### config.mk
export PLATFORM = sky130hd
export DESIGN_NAME = dma_fault_capture
export DESIGN_NICKNAME = d
export VERILOG_FILES = /design/src/rtl/dma_fault_pkg.sv /design/src/rtl/dmaf_classify.sv /design/src/rtl/dmaf_compose.sv /design/src/rtl/dmaf_ctrl.sv /design/src/rtl/dma_fault_capture.sv
export SDC_FILE = /design/constraint.sdc
export NUM_CORES = 1
export LEC_CHECK = 0
export BUFFER_PORTS_ARGS = -buffer_cell sky130_fd_sc_hd__buf_4
export CORE_MARGIN = 2
export CORE_UTILIZATION = 48
export DETAILED_ROUTE_END_ITERATION = 10
export GPL_ROUTABILITY_DRIVEN = 0
export PLACE_DENSITY_LB_ADDON = 0.08
export SLEW_MARGIN = 20
export SYNTH_ARGS = -nofsm -noshare
export SYNTH_HDL_FRONTEND = slang
export SYNTH_SLANG_ARGS = --single-unit
### constraint.sdc
create_clock -name clk -period 3.15 [get_ports clk]
set_input_delay 0.4725 -clock clk [delete_from_list [all_inputs] [get_ports clk]]
set_output_delay 0.4725 -clock clk [all_outputs]
set_load 0.005 [all_outputs]
### src/rtl/dma_fault_pkg.sv
`timescale 1ns/1ps
package dma_fault_pkg;

    localparam int WORD_W = 16;

    typedef enum logic [1:0] {
        PERM_ALLOW     = 2'd0,
        PERM_PAGE_MISS = 2'd1,
        PERM_USER_HIGH = 2'd2,
        PERM_PROTECT   = 2'd3
    } perm_code_e;

    typedef enum logic {
        ST_CLEAN = 1'b0,
        ST_HELD  = 1'b1
    } hold_state_e;

    localparam logic [WORD_W-1:0] GS_PAGE_MISS = 16'hABFF;
    localparam logic [WORD_W-1:0] GS_USER_HIGH = 16'hBAFF;
    localparam logic [WORD_W-1:0] GS_PROTECT   = 16'hBBFF;
    localparam logic [WORD_W-1:0] GS_READ_BIT  = 16'h4000;
    localparam logic [WORD_W-1:0] GS_PARITY_BIT = 16'h0400;
    localparam logic [WORD_W-1:0] BS_HI_TAG    = 16'h3C00;

    typedef struct packed {
        logic [WORD_W-1:0] gen;
        logic [WORD_W-1:0] hi;
        logic [WORD_W-1:0] lo;
    } fault_words_t;

endpackage

### src/rtl/dmaf_classify.sv
`timescale 1ns/1ps
module dmaf_classify
    import dma_fault_pkg::*;
(
    input  logic                chk_valid,
    input  logic [1:0]          chk_code,
    output logic                is_allow,
    output logic                is_fault,
    output logic [WORD_W-1:0]   base_word
);
    perm_code_e code_e;

    always_comb begin
        code_e    = perm_code_e'(chk_code);
        is_allow  = 1'b0;
        is_fault  = 1'b0;
        base_word = '0;
        if (chk_valid) begin
            unique case (code_e)
                PERM_ALLOW: begin
                    is_allow = 1'b1;
                end
                PERM_PAGE_MISS: begin
                    is_fault  = 1'b1;
                    base_word = GS_PAGE_MISS;
                end
                PERM_USER_HIGH: begin
                    is_fault  = 1'b1;
                    base_word = GS_USER_HIGH;
                end
                PERM_PROTECT: begin
                    is_fault  = 1'b1;
                    base_word = GS_PROTECT;
                end
            endcase
        end
    end
endmodule

### src/rtl/dmaf_compose.sv
`timescale 1ns/1ps
module dmaf_compose
    import dma_fault_pkg::*;
#(
    parameter int ADDR_W = 22
) (
    input  logic [WORD_W-1:0] base_word,
    input  logic              is_read,
    input  logic              parity_en,
    input  logic [ADDR_W-1:0] addr,
    output fault_words_t      words
);
    localparam int HI_BITS = (ADDR_W > WORD_W) ? (ADDR_W - WORD_W) : 0;

    logic [WORD_W-1:0] hi_addr;
    logic [WORD_W-1:0] lo_addr;

    generate
        if (HI_BITS > 0) begin : g_split
            assign hi_addr = {{(WORD_W-HI_BITS){1'b0}}, addr[ADDR_W-1:WORD_W]};
            assign lo_addr = addr[WORD_W-1:0];
        end else if (ADDR_W == WORD_W) begin : g_exact
            assign hi_addr = '0;
            assign lo_addr = addr;
        end else begin : g_narrow
            assign hi_addr = '0;
            assign lo_addr = {{(WORD_W-ADDR_W){1'b0}}, addr};
        end
    endgenerate

    always_comb begin
        words.gen = base_word;
        if (is_read)   words.gen = words.gen | GS_READ_BIT;
        if (parity_en) words.gen = words.gen | GS_PARITY_BIT;
        words.hi = BS_HI_TAG | hi_addr;
        words.lo = lo_addr;
    end
endmodule

### src/rtl/dmaf_ctrl.sv
`timescale 1ns/1ps
module dmaf_ctrl
    import dma_fault_pkg::*;
(
    input  logic clk,
    input  logic rst_n,
    input  logic fault_now,
    input  logic clr_req,
    output logic load_en,
    output logic wipe_en
);
    hold_state_e state_q;
    hold_state_e state_d;

    always_ff @(posedge clk or negedge rst_n) begin
        if (!rst_n) state_q <= ST_CLEAN;
        else        state_q <= state_d;
    end

    always_comb begin
        state_d = state_q;
        load_en = 1'b0;
        wipe_en = 1'b0;
        unique case (state_q)
            ST_CLEAN: begin
                if (fault_now) begin
                    load_en = 1'b1;
                    state_d = ST_HELD;
                end
            end
            ST_HELD: begin
                if (fault_now) begin
                    load_en = 1'b1;
                    state_d = ST_HELD;
                end else if (clr_req) begin
                    wipe_en = 1'b1;
                    state_d = ST_CLEAN;
                end
            end
        endcase
    end
endmodule

### src/rtl/dma_fault_capture.sv
`timescale 1ns/1ps
module dma_fault_capture
    import dma_fault_pkg::*;
#(
    parameter int ADDR_W = 22
) (
    input  logic              clk,
    input  logic              rst_n,
    input  logic              chk_valid,
    input  logic [1:0]        chk_code,
    input  logic [ADDR_W-1:0] dma_addr,
    input  logic              dma_is_read,
    input  logic              err_irq_en,
    input  logic              parity_irq_en,
    input  logic              clr_fault,
    output logic              access_ok,
    output logic [15:0]       gen_status,
    output logic [15:0]       bus_stat_hi,
    output logic [15:0]       bus_stat_lo,
    output logic              irq7_req
);
    logic              is_allow;
    logic              is_fault;
    logic [WORD_W-1:0] base_word;
    fault_words_t      words;
    logic              load_en;
    logic              wipe_en;

    dmaf_classify u_classify (
        .chk_valid (chk_valid),
        .chk_code  (chk_code),
        .is_allow  (is_allow),
        .is_fault  (is_fault),
        .base_word (base_word)
    );

    dmaf_compose #(.ADDR_W(ADDR_W)) u_compose (
        .base_word (base_word),
        .is_read   (dma_is_read),
        .parity_en (parity_irq_en),
        .addr      (dma_addr),
        .words     (words)
    );

    dmaf_ctrl u_ctrl (
        .clk       (clk),
        .rst_n     (rst_n),
        .fault_now (is_fault),
        .clr_req   (clr_fault),
        .load_en   (load_en),
        .wipe_en   (wipe_en)
    );

    always_ff @(posedge clk or negedge rst_n) begin
        if (!rst_n) begin
            access_ok   <= 1'b0;
            gen_status  <= '0;
            bus_stat_hi <= '0;
            bus_stat_lo <= '0;
            irq7_req    <= 1'b0;
        end else begin
            access_ok <= is_allow;
            if (load_en) begin
                gen_status  <= words.gen;
                bus_stat_hi <= words.hi;
                bus_stat_lo <= words.lo;
                irq7_req    <= (irq7_req & ~clr_fault) | err_irq_en;
            end else if (wipe_en) begin
                gen_status  <= '0;
                bus_stat_hi <= '0;
                bus_stat_lo <= '0;
                irq7_req    <= 1'b0;
            end
        end
    end
endmodule

==> reports/results.ini, run 1 <==
[run_status]
status=finished, final reports clean

[die]
rows=20
die-area_mm2=0.003689
initial_utilization=0.5061
dieHeight_um=60.74
pin_count=81
die_w_um=60.74
core_mm2=0.003053

[critical_path]
cp_data_arrival_time_ns=1.84
critical-path-top-delay-family=buffers and inverters
setup.worst_path.end_class=flop
path_cells=buf_4 > o21ai_2 > buf_4 > mux2_2
startpoint_type=primary input
crit_type=in2reg
max_stage_delay_ns=0.50
crit_fanout=17
path_common_cell=buf_4
required_ns=3.37
cp_num_buf_inv=2
cpMaxStageDelayCell=o21ai_2

[timing]
min_period_ns=1.622
hold_viol_final=0
max_slew_margin=0.5341
fin_crit_sh=0.5149
tightest_slew_ns=0.6989
setup_viol=0
final_max_slew_viol_count=0
rsz0062_at_grt=no
fmax_mhz=616.5
worst_slack_ns=1.528
fin_skew_ns=0.006372
setup-tns-final_ns=0

[job]
drv_cap=0

[cts]
cts.hold.buffers_added=0
clock_tree.root_cell=clkbuf_4
path_clk_slew_ns=0.09
clockBufferDepth=2
cts_buffers=5
clock-sinks=31
cts_tree=built
post-cts-setup-buffer-count=0
clock_latency_ns=0.33
htreeDepth=2
ctsResizeCount=0

[synth]
synthCells=120
async_flop_share=1.000
synth_cell_types=21
ys.flop_type=dfrtp_1
syn_area_mm2=0.001545
synth_seq_area_share=0.5020
synth.area.mux_share=0.1870
synth-xor-area-share=0
synth_top_family_by_area=multiplexers
synth-simple-area-share=0.007287
synth_compound_area_frac=0.1684
synth_edf_count=0
synth_area_leader_cell=dfrtp_1
syn_area_per_cell_um2=12.88
synth_seq_cells=31
synth_top_cell_area_share=0.5020
yosysWarningCount=0
synthAdderAreaFrac=0
synth.area.top_cells=dfrtp_1, mux2_2, a21boi_0, buf_4, mux2_4

[power]
ir_drop_mv=0.3316
p_leak_nw=1.018
p_per_area_mw_per_mm2=461.8

[layout]
area_growth_pct=31.42
final_nets=210
antenna_cells=0
nFillCells=242
layout_common_cells=buf_4, dfrtp_1, a21boi_0, mux2_2, conb_1
layout_commonest_cell=buf_4
layout-drive-gt1-share=0.6056

[route]
drtIter0Drc=26
vias_per_cell=4.786
dr.pass1.iters=4
drt-wirelength-per-cell_um=13.21
vias=1072
routed_wl_um=2959
drcViolationCount=0
ant_nets=0

[hold_path]
holdCritPathClass=in2async

[global_route]
antenna_found_initial=0
grt-ovfl-total=0
grt_pass1_vias=1020
grt_pass1_wl_um=4657
grt_use_total=0.1761
grt_max_degree=32

[placed_design]
hpwl_um=2129
place_ws_ns=1.178
port_buffers=74

-- cells in the mapped netlist (2+ instances only) --
library cell	number
mux2_2	19
mux2_4	5
dfrtp_1	31
a21boi_0	23
a21bo_2	2
buf_2	3
buf_6	2
buf_4	20
a32o_1	2
clkbuf_2	2
-- area by class of cell --
| class | instances | area [um^2] | area share |
|---|---|---|---|
| clock buffer | 7 | 45.04 | 0.02218 |
| clock inverter | 1 | 5.005 | 0.002465 |
| inverter | 1 | 3.754 | 0.001848 |
| multi-input combinational | 65 | 583.1 | 0.2871 |
| sequential | 31 | 775.7 | 0.3820 |
| timing repair buffer | 75 | 563.0 | 0.2773 |
| tap | 44 | 55.05 | 0.02711 |
-- cells by family after synthesis --
family | after synthesis
compound gates | 33
flops | 31
buf+inv | 29
mux | 24
simple gates | 2
other cells | 1
-- worst paths after layout --
check | start | end | slack, ns | cells after the start
max | chk_code[0] | bus_stat_lo[14] | 1.53 | 4
min | rst_n | bus_stat_lo[15] | 0.05 | 1
max reg2reg | u_ctrl.state_q | gen_status[8] | 1.66 | 2
min reg2reg | irq7_req | irq7_req | 0.53 | 1
max in group asynchronous | rst_n | bus_stat_lo[4] | 2.82 | 1
min in group clk | chk_code[0] | access_ok | 0.33 | 2
-- where the power goes --
group | internal [W] | switching (W)
Sequential | 0.000443 | 0.0000361
Clock | 0.0000868 | 0.000131
Combinational | 0.000161 | 0.0000797
Total | 0.000691 | 0.000247
-- sequential cells by signal, indices dropped and copies added, names as in the netlist --
register and count:
bus_stat_lo 16, bus_stat_hi 7, gen_status 5, access_ok 1, irq7_req 1, u_ctrl.state_q 1
-- through the flow --
stage	hold slack, ns	utilization	cell area [um^2]	cells	total power, W
4_1_cts	0.05423	0.6652	2031	224	0.0009528
3_3_place_gp	0.4233	0.6488	1981	216	0.0007245
5_1_grt	0.06605	0.6652	2031	224	0.0009920
3_5_place_dp	0.4259	0.6488	1981	216	0.0007328
6_report	0.04948	0.6652	2031	224	0.0009378
2_1_floorplan	0.1769	-	1564	125	0.0006145
-- per-layer routing --
layer | vias to the layer above | part of all wire | GRT usage
li1 | 512 | - | -
met1 | 497 | 0.43 | 0.2290
met2 | 56 | 0.46 | 0.2657
met3 | 7 | 0.088 | 0.04691
met4 | 0 | 0.023 | 0.1025
met5 | - | 0 | 0
(Power assumes the default switching activity.)
==> run 2: changes to the inputs <==
--- a/config.mk
+++ b/config.mk
@@ -7,7 +7,7 @@
 export LEC_CHECK = 0
 export BUFFER_PORTS_ARGS = -buffer_cell sky130_fd_sc_hd__buf_4
 export CORE_MARGIN = 2
-export CORE_UTILIZATION = 48
+export CORE_UTILIZATION = 40
 export DETAILED_ROUTE_END_ITERATION = 10
 export GPL_ROUTABILITY_DRIVEN = 0
 export PLACE_DENSITY_LB_ADDON = 0.08
==> constraint.sdc (replaced) <==
create_clock -name clk -period 1.4 [get_ports clk]
set_input_delay 0.21 -clock clk [delete_from_list [all_inputs] [get_ports clk]]
set_output_delay 0.21 -clock clk [all_outputs]
set_load 0.005 [all_outputs]
==> reports/results.ini, run 2 (synthesis results as in run 1) <==
[global_route]
antenna_found_initial=0
grt_max_degree=32
grt_pass1_vias=1147
grt_use_total=0.1643
grt-ovfl-total=0
grt_pass1_wl_um=5347

[power]
p_seq_frac=0.471
pwr-share-clk=0.275
ir_drop_mv=0.5421
sw_frac_of_total=0.2474
p_per_area_mw_per_mm2=1082
p_int_w=0.001706
power.switching_w=0.0005609
p_leak_nw=1.045
p_comb_frac=0.254

[critical_path]
r2r_cells=3
required_ns=1.19
cp_data_arrival_time_ns=0.99
crit_cells=1
startpoint_type=flop
crit_type=reg2out
setup.worst_path.end_class=output pin
crit_fanout=13
critical-path-top-delay-family=flip-flops
path_cells=buf_4
cpMaxStageDelayCell=dfrtp_1
cp_num_buf_inv=1
max_stage_delay_ns=0.54

[layout]
area_growth_pct=35.63
antenna_cells=0
seqCellArea_um2=775.7
layout_common_cells=buf_4, dfrtp_1, a21boi_0, mux2_2, conb_1
largest_reg_flops=16
utilization=0.5682
layout-drive-gt1-share=0.6077
reg_top3=bus_stat_lo x16, bus_stat_hi x7, gen_status x5
final_nets=213
layout_commonest_cell=buf_4
largest-register=bus_stat_lo
nFillCells=335
multiInputGateArea_um2=583.1

[timing]
hold_viol_final=0
setup-tns-final_ns=0
fin_crit_sh=0.8595
min_period_ns=1.203
fin_skew_ns=0.001563
setup_viol=0
final_max_slew_viol_count=0
rsz0062_at_grt=no
fin_hold_ws_ns=0.1315
fmax_mhz=831.0

[cts]
cts_tree=built
clock_tree.root_cell=clkbuf_8
clock_latency_ns=0.27
post-cts-setup-buffer-count=0
htreeDepth=2
path_clk_slew_ns=0.06
cts_buffers=5
clock-sinks=31
clockBufferDepth=2

[run_status]
status=finished, final reports clean

[placed_design]
port_buffers=74
hpwl_um=2220

[die]
die-area_mm2=0.004376
pin_count=81
die_w_um=66.16
initial_utilization=0.4189
core_mm2=0.003689
dieHeight_um=66.16
rows=22

[hold_path]
hold_path_depth=2
holdCritPathClass=in2reg

[route]
vias=1090
drt-wirelength-per-cell_um=14.00
dr.pass1.iters=4
routed_wl_um=3205
drtIter0Drc=53
ant_nets=0
drcViolationCount=0
vias_per_cell=4.760

[job]
drv_cap=0

-- run 2: worst reg2reg max path, delay by kind of cell (launching register included) --
kind / cells / cell delay [ns]
buf+inv: 1 / 0.23
flops: 1 / 0.42
mux: 1 / 0.27
compound gates: 1 / 0.11
-- run 2: metal layers --
metal | vias to the layer above | track usage | share of wire
met3 | 8 | 0.06474 | 0.090
met1 | 514 | 0.1983 | 0.41
met4 | 0 | 0.06888 | 0.021
met5 | - | 0 | 0
met2 | 53 | 0.2600 | 0.48
li1 | 515 | - | -
-- run 2: worst paths after layout --
check | slack, ns | endpoint | from
worst min register to register | 0.52 | irq7_req | irq7_req
max in group asynchronous | 0.71 | bus_stat_lo[2] | rst_n
worst min-delay path | 0.13 | access_ok | chk_code[1]
worst max register to register | 0.26 | bus_stat_hi[4] | u_ctrl.state_q
min in group asynchronous | 0.41 | bus_stat_hi[12] | rst_n
worst max-delay path | 0.20 | gen_status[9] | gen_status[13]
-- run 2: metrics by stage --
| step | instances | total power, W | worst slack [ns] | instance area [um^2] |
|---|---|---|---|---|
| finish | 229 | 0.002267 | 0.1966 | 2096 |
| detailed placement | 222 | 0.001667 | 0.1727 | 2013 |
| CTS | 229 | 0.002305 | 0.1708 | 2096 |
| global placement | 222 | 0.001647 | 0.1922 | 2013 |
| global route | 229 | 0.002403 | 0.1095 | 2096 |
| floorplan | 125 | 0.001383 | 0.3012 | 1564 |
-- run 2: timing repair --
item / in CTS / in global routing
resized for setup: 0 / 0
endpoints found under the hold margin: 31 / 0
hold buffers: 1 / 0
setup endpoints to repair: 0 / 0
-- run 2: area by class of cell --
class                           instances  area share
Sequential cell                        31      0.3701
Clock buffer                            6     0.03463
Tap cell                               48     0.02866
Inverter                                1    0.001791
Timing Repair Buffer                   78      0.2866
Multi-Input combinational cell         65      0.2782
-- run 2: power groups by stage --
stage | clock (W) | combinational (W) | sequential, W
CTS | 0.000648 | 0.000587 | 0.00107
finish | 0.000624 | 0.000575 | 0.00107
detailed placement | 0 | 0.000583 | 0.00108
floorplan | 0 | 0.000299 | 0.00108
global route | 0.000687 | 0.000631 | 0.00108
global placement | 0 | 0.000568 | 0.00108
==> run 3: changes to the inputs <==
--- a/config.mk
+++ b/config.mk
@@ -10,7 +10,7 @@
 export CORE_UTILIZATION = 40
 export DETAILED_ROUTE_END_ITERATION = 10
 export GPL_ROUTABILITY_DRIVEN = 0
-export PLACE_DENSITY_LB_ADDON = 0.08
+export PLACE_DENSITY_LB_ADDON = 0.1
 export SLEW_MARGIN = 20
 export SYNTH_ARGS = -nofsm -noshare
 export SYNTH_HDL_FRONTEND = slang
==> reports/results.ini, run 3 (synthesis results as in run 1) <==
[run_status]
status=finished, final reports clean

[critical_path]
cpMaxStageDelayCell=dfrtp_1
cp_num_buf_inv=1
cp_data_arrival_time_ns=1.36
required_ns=1.56
critical-path-top-delay-family=flip-flops
r2r_slack_ns=0.20
crit_type=reg2reg
crit_fanout=11
setup.worst_path.end_class=flop
path_cells=buf_4 > a21boi_0 > mux2_2
startpoint_type=flop
max_stage_delay_ns=0.48

[cts]
path_clk_slew_ns=0.06
cts_buffers=5
clockBufferDepth=2
htreeDepth=2
clock_tree.root_cell=clkbuf_8
ctsResizeCount=0
clock-sinks=31
clock_latency_ns=0.28
post-cts-setup-buffer-count=0
cts_tree=built

[route]
routed_wl_um=3031
dr.pass1.iters=6
vias_per_cell=4.706
drcViolationCount=0
vias=1087
drtIter0Drc=28
drt-wirelength-per-cell_um=13.12
ant_nets=0

[placed_design]
port_buffers=74
dpl.cell_count=222
hpwl_um=2156
placed_area_mm2=0.002013

[die]
rows=22
initial_utilization=0.4189
core_mm2=0.003689
die_w_um=66.16
die-area_mm2=0.004376
pin_count=81
dieHeight_um=66.16

[timing]
fin_skew_ns=0.005657
setup-tns-final_ns=0
rsz0062_at_grt=no
fmax_mhz=834.9
min_period_ns=1.198
hold_viol_final=0
fin_crit_sh=0.8556
setup_viol=0
final_max_slew_viol_count=0

[global_route]
grtUsageMet3=0.06814
grt_max_degree=32
busiest_layer=met2
grt_use_met2=0.2363
grt-ovfl-total=0
grt_use_total=0.1479
antenna_found_initial=0
met1_usage=0.1770
grt_pass1_vias=1067
grt_pass1_wl_um=4843

[layout]
seqCellArea_um2=775.7
layout_common_cells=buf_4, dfrtp_1, a21boi_0, mux2_2, clkbuf_8
reg_top3=bus_stat_lo x16, bus_stat_hi x7, gen_status x5
largest_reg_flops=16
nFillCells=322
final_nets=213
antenna_cells=0
fin_area_mm2=0.002123
multiInputGateArea_um2=583.1
utilization=0.5756
layout-drive-gt1-share=0.6120
layout_commonest_cell=buf_4
largest-register=bus_stat_lo
fin_cells=231
area_growth_pct=37.41

[power]
p_leak_nw=1.059
p_per_area_mw_per_mm2=1125
ir_drop_mv=0.6385

[hold_path]
holdCritPathClass=in2reg

[job]
drv_cap=0

## run 3: changes by cell type in the layout (fill, tap and decap cells not counted), sizes merged
cell	previous run	this run
clkbuf	6	8
## run 3: routing by layer
layer  vias up  wire, um  share of wire
met5         -         0              0
met4         0        19         0.0063
met3         3       287          0.095
met2        52      1438           0.47
met1       512      1286           0.42
li1        520         -              -
## run 3: where the power goes
group | internal (W) | switching, W
Clock | 0.000448 | 0.000304
Sequential | 0.00100 | 0.0000677
Combinational | 0.000375 | 0.000195
Total | 0.00182 | 0.000566
## run 3: worst paths after layout
| kind | cells past startpoint | endpoint | start |
|---|---|---|---|
| hold / removal | 2 | access_ok | chk_code[1] |
| setup reg to reg | 3 | bus_stat_lo[8] | u_ctrl.state_q |
| min in group asynchronous | 2 | u_ctrl.state_q | rst_n |
| max in group asynchronous | 2 | bus_stat_hi[4] | rst_n |
| setup / recovery | 3 | bus_stat_lo[8] | u_ctrl.state_q |
| hold reg to reg | 1 | irq7_req | irq7_req |
## run 3: stage by stage
stage	setup slack (ns)	hold slack [ns]	power, W
6_report	0.2022	0.1301	0.002389
5_1_grt	0.1057	0.1237	0.002542
4_1_cts	0.1770	0.1206	0.002434
3_5_place_dp	0.1631	0.1730	0.001662
3_3_place_gp	0.1925	0.1657	0.001650
2_1_floorplan	0.3012	-0.08559	0.001383
## run 3: cell type report
cell class | count | share of cell area
Clock buffer | 8 | 0.04714
Sequential cell | 31 | 0.3653
Timing Repair Buffer | 78 | 0.2829
Tap cell | 48 | 0.02829
Multi-Input combinational cell | 65 | 0.2746
Inverter | 1 | 0.001768
## run 3: what timing repair did
item	4_1_cts	5_1_grt
hold endpoints to repair	31	0
setup endpoints to repair	0	0
hold buffers	1	0
## run 3: worst register-to-register path, cell delays in order, from the launching register on
cell and delay (ns):
dfrtp_1 0.48, buf_4 0.22, a21boi_0 0.11, mux2_2 0.28
